===== src/rtl/csa_mult_pkg.sv =====
package csa_mult_pkg;

    // Result of one full-adder cell: sum and carry settle after the same delay.
    typedef struct packed {
        logic carry;
        logic sum;
    } fa_pair_t;

    function automatic fa_pair_t full_add(input logic x, input logic y, input logic z);
        fa_pair_t r;
        r.sum   = x ^ y ^ z;
        r.carry = (x & y) | (x & z) | (y & z);
        return r;
    endfunction

endpackage


===== src/rtl/mult_fa_cell.sv =====
module mult_fa_cell
    import csa_mult_pkg::*;
(
    input  logic x_in,
    input  logic y_in,
    input  logic z_in,
    output logic sum_out,
    output logic carry_out
);

    fa_pair_t res;

    always_comb begin
        res       = full_add(x_in, y_in, z_in);
        sum_out   = res.sum;
        carry_out = res.carry;
    end

endmodule


===== src/rtl/mult_pp_plane.sv =====
module mult_pp_plane #(
    parameter int W = 4
) (
    input  logic [W-1:0]        mcand,
    input  logic [W-1:0]        mplier,
    output logic [W-1:0][W-1:0] pp_rows   // pp_rows[j][i] = mcand[i] & mplier[j]
);

    for (genvar j = 0; j < W; j++) begin : g_row
        for (genvar i = 0; i < W; i++) begin : g_col
            assign pp_rows[j][i] = mcand[i] & mplier[j];
        end
    end

endmodule


===== src/rtl/mult_csa_row.sv =====
module mult_csa_row #(
    parameter int W = 4
) (
    input  logic [W-1:0] pp_row,     // partial products of this row, weight-aligned
    input  logic [W-1:0] sum_in,     // earlier sums, already shifted into alignment
    input  logic [W-1:0] carry_in,   // carries saved by the row above
    output logic [W-1:0] sum_out,
    output logic [W-1:0] carry_out   // saved for the next row, never rippled here
);

    for (genvar i = 0; i < W; i++) begin : g_cell
        mult_fa_cell u_fa (
            .x_in      (pp_row[i]),
            .y_in      (sum_in[i]),
            .z_in      (carry_in[i]),
            .sum_out   (sum_out[i]),
            .carry_out (carry_out[i])
        );
    end

endmodule


===== src/rtl/mult_ripple_merge.sv =====
module mult_ripple_merge #(
    parameter int W = 4
) (
    input  logic [W-1:0] sum_vec,
    input  logic [W-1:0] carry_vec,
    output logic [W-1:0] result,
    output logic         carry_top
);

    logic [W:0] chain;

    assign chain[0] = 1'b0;

    for (genvar i = 0; i < W; i++) begin : g_pos
        mult_fa_cell u_fa (
            .x_in      (sum_vec[i]),
            .y_in      (carry_vec[i]),
            .z_in      (chain[i]),
            .sum_out   (result[i]),
            .carry_out (chain[i+1])
        );
    end

    assign carry_top = chain[W];

endmodule


===== src/rtl/csa_array_mult.sv =====
module csa_array_mult #(
    parameter int WIDTH = 4       // operand width, at least 2
) (
    input  logic [WIDTH-1:0]   mcand,
    input  logic [WIDTH-1:0]   mplier,
    output logic [2*WIDTH-1:0] product
);

    localparam int PW = 2 * WIDTH;

    logic [WIDTH-1:0][WIDTH-1:0] pp_rows;
    logic [WIDTH-1:0]            row_sum [WIDTH];
    logic [WIDTH-1:0]            row_cry [WIDTH];
    logic [WIDTH-1:0]            merge_hi;
    logic                        merge_cout;

    mult_pp_plane #(.W(WIDTH)) u_pp (
        .mcand   (mcand),
        .mplier  (mplier),
        .pp_rows (pp_rows)
    );

    // Row 0 is the first partial product on its own, with no saved carries.
    assign row_sum[0] = pp_rows[0];
    assign row_cry[0] = '0;

    // Each array row drops the lowest earlier sum bit, which becomes a product bit.
    for (genvar j = 1; j < WIDTH; j++) begin : g_array
        mult_csa_row #(.W(WIDTH)) u_row (
            .pp_row    (pp_rows[j]),
            .sum_in    ({1'b0, row_sum[j-1][WIDTH-1:1]}),
            .carry_in  (row_cry[j-1]),
            .sum_out   (row_sum[j]),
            .carry_out (row_cry[j])
        );
    end

    for (genvar k = 0; k < WIDTH; k++) begin : g_low
        assign product[k] = row_sum[k][0];
    end

    mult_ripple_merge #(.W(WIDTH)) u_merge (
        .sum_vec   ({1'b0, row_sum[WIDTH-1][WIDTH-1:1]}),
        .carry_vec (row_cry[WIDTH-1]),
        .result    (merge_hi),
        .carry_top (merge_cout)
    );

    assign product[PW-1:WIDTH] = merge_hi;

endmodule


===== config.mk =====
export PLATFORM = sky130hd
export DESIGN_NAME = csa_array_mult
export DESIGN_NICKNAME = d
export VERILOG_FILES = /design/src/rtl/csa_mult_pkg.sv /design/src/rtl/mult_fa_cell.sv /design/src/rtl/mult_pp_plane.sv /design/src/rtl/mult_csa_row.sv /design/src/rtl/mult_ripple_merge.sv /design/src/rtl/csa_array_mult.sv
export SDC_FILE = /design/constraint.sdc
export NUM_CORES = 1
export LEC_CHECK = 0
export ABC_AREA = 1
export ABC_CLOCK_PERIOD_IN_PS = 18000
export CAP_MARGIN = 20
export CORE_AREA = 3 3 40 42
export DETAILED_ROUTE_END_ITERATION = 10
export DIE_AREA = 0 0 43 45
export GPL_TIMING_DRIVEN = 1
export PLACE_DENSITY = 0.68
export SYNTH_ARGS = -nofsm -noshare
export SYNTH_HDL_FRONTEND = slang
export SYNTH_HIERARCHICAL = 1
export SYNTH_SLANG_ARGS = --single-unit

===== constraint.sdc =====
create_clock -name vclk -period 18
set_clock_uncertainty 0.15 [all_clocks]
set_input_delay 5.4 -clock vclk [all_inputs]
set_output_delay 5.4 -clock vclk [all_outputs]
set_load 0.005 [all_outputs]

==> impl_metrics.csv <==
group,metric,value,unit
timing,grt_setup_unrepaired,"no",
die,initial_core_util,0.3486,
timing,finalHoldViolCount,0,
finish,drive_above_1_share,0,
synth,synth_compound_area_frac,0,
synth,synth_area,447.9,sq um
critical_path,cp_max_fo,4,
die,die-area,1935,sq um
drt,viasPerCell,4.045,
pwr,leakage,0.3866,nW
placement,portBuffers,16,
grt,antenna_found_initial,0,
cts,cts.repair.resized,0,
finish,antennaDiodeCount,0,
synth,synth_cells,50,
synth,ys_warn_count,6,
drt,wl_per_cell,9.136,um
synth,synthAdderAreaFrac,0.7151,
finish,design_area,653.1,sq um
drt,drc,0,
placement,gp_congestion,0.7655,
finish,clock_buffers,0,
critical_path,cp-start-kind,"input port",
critical_path,path_buf_inv,3,
timing,holdWs,11.67,ns
drt,vias,356,
finish,seqCellArea,0,sq um
pwr,switchingPower,0.01471,mW
timing,setup_viol,0,
timing,finalCriticalPeriod,15.17,ns
outcome,status,"finished clean",
pwr,power_report.internal_total,0.02389,mW
synth,synth_top_family_by_area,"adder cells",
critical_path,cp_slowest_cell,"fa_1",
grt,grt_pass1_vias,400,
min_path,hold_class,"in -> out",
critical_path,cp_slowest_stage_delay,0.54,ns
critical_path,arrival,9.62,ns
critical_path,cpMostUsedCell,"fa_1",
min_path,min-delay-start,"mplier[0]",
flow_run,cap_violations,0,
cts,cts_setup_buffers,0,
finish,areaGrowthSynthToFinish,45.81,%
pwr,ir_drop,0.04380,mV
pwr,seqPwrFrac,0,
critical_path,path_depth,11,
synth,synth_top_area_frac,0.7151,
synth,synth_sequential_area_ratio,0,
cts,hold_buffers,0,
min_path,holdPathEnd,"product[0]",
synth,synth_cell_types,4,
synth,synth.area.top_cells,"fa_1, inv_1, nand2_1",
grt,grt_overflow_total,0,
grt,grt_pass1_wl,1.559,mm
finish,fill_cells,148,
synth,syn_avg_cell_area,8.959,sq um
critical_path,cp.required,12.45,ns
grt,grtUsageTotal,0.1033,
die,rows,13,
pwr,clkPwrFrac,0,
placement,dpl.hpwl,771.4,um
die,fp.dieH,45,um
die,core-area,1285,sq um
finish,fin_nets,99,
synth,muxShareOfSynthArea,0,
pwr,switching_share,0.3811,
synth,synthSimpleGateAreaFrac,0.1341,
critical_path,path_class,"in -> out",
drt,final_antenna_net_count,0,
timing,tns,0,ns
timing,clock.fmax,0.06593,GHz
min_path,holdPathStages,4,
timing,maxSlewViolCount,0,
finish,multiInputGateArea,414.1,sq um
die,die_w,43,um
critical_path,critPathTopFamily,"adder cells",
pwr,power_frac_comb,1.000,
grt,grt_max_degree,5,
drt,drt_iter0_markers,3,
pwr,p_per_area,59.10,nW/um^2
drt,routed_wl,804,um
critical_path,crit_chain,"clkdlybuf4s50_1 -> nand2_1 -> inv_1 -> fa_1 -> fa_1 -> fa_1 -> fa_1 -> fa_1 -> fa_1 -> fa_1 -> clkdlybuf4s50_1",
timing,fin_crit_sh,0.8427,
synth,yosysTopAreaCell,"fa_1",
placement,place_area,653.1,sq um
synth,synth-xor-area-share,0,
die,io_pins,16,
finish,n_sequential_cell,0,
critical_path,cp-end-kind,"output pin",
drt,firstDrtPassIters,4,
==> worst max-delay path by stage <==
stage          startpoint          to  slack [ns]
2_1_floorplan   mplier[1]  product[7]        3.85
3_3_place_gp    mplier[1]  product[7]        2.85
3_5_place_dp    mplier[1]  product[7]        2.80
4_1_cts         mplier[1]  product[7]        2.79
5_1_grt         mplier[1]  product[7]        2.64
6_report        mplier[1]  product[7]        2.83
==> final cells by class <==
class	instances	share of cell area
multi-input cells	41	0.6341
well taps	15	0.02874
inverters	16	0.09195
repair buffers	16	0.2452
==> cells in the final DEF (no fill, tap or decap), drive strengths merged <==
cell type / netlist / final
clkdlybuf4s50: 0 / 16
conb: 2 / 9
inv: 16 / 16
nand2: 16 / 16
fa: 16 / 16
==> metal layers <==
metal  up-vias  wire, um  global-route usage
met2        11       471              0.2186
met4         0         0                   0
met1       176       286              0.1241
met5         -         0                   0
li1        169         -                   -
met3         0        45                   0
==> cells by family after synthesis <==
kind of cell	after synthesis
fa+ha+maj	16
simple gates	16
buf+inv	16
other cells	2
==> metrics by stage <==
stage,power [mW],setup WS (ns),util,instances
after global placement,0.03840,2.846,0.5083,88
after detailed placement,0.03920,2.798,0.5083,88
after global routing,0.04446,2.635,0.5083,88
final,0.03860,2.832,0.5083,88
after floorplan,0.01853,3.846,-,57
after CTS,0.03986,2.794,0.5083,88
==> power by group through the flow <==
| stage | Combinational (mW) | Sequential [mW] | Clock [mW] |
|---|---|---|---|
| CTS | 0.0399 | 0 | 0 |
| detailed placement | 0.0392 | 0 | 0 |
| floorplan | 0.0185 | 0 | 0 |
| global placement | 0.0384 | 0 | 0 |
| finish | 0.0386 | 0 | 0 |
| global route | 0.0445 | 0 | 0 |
==> synthesized netlist by cell type <==
library cell and number:
inv_1 16, conb_1 2, fa_1 16, nand2_1 16
==> tightest hold or removal path, cell delays in order <==
cell and delay [ns]:
clkdlybuf4s50_1 0.47, nand2_1 0.09, inv_1 0.03, clkdlybuf4s50_1 0.43
No activity file was read; power rests on OpenSTA's default activity.
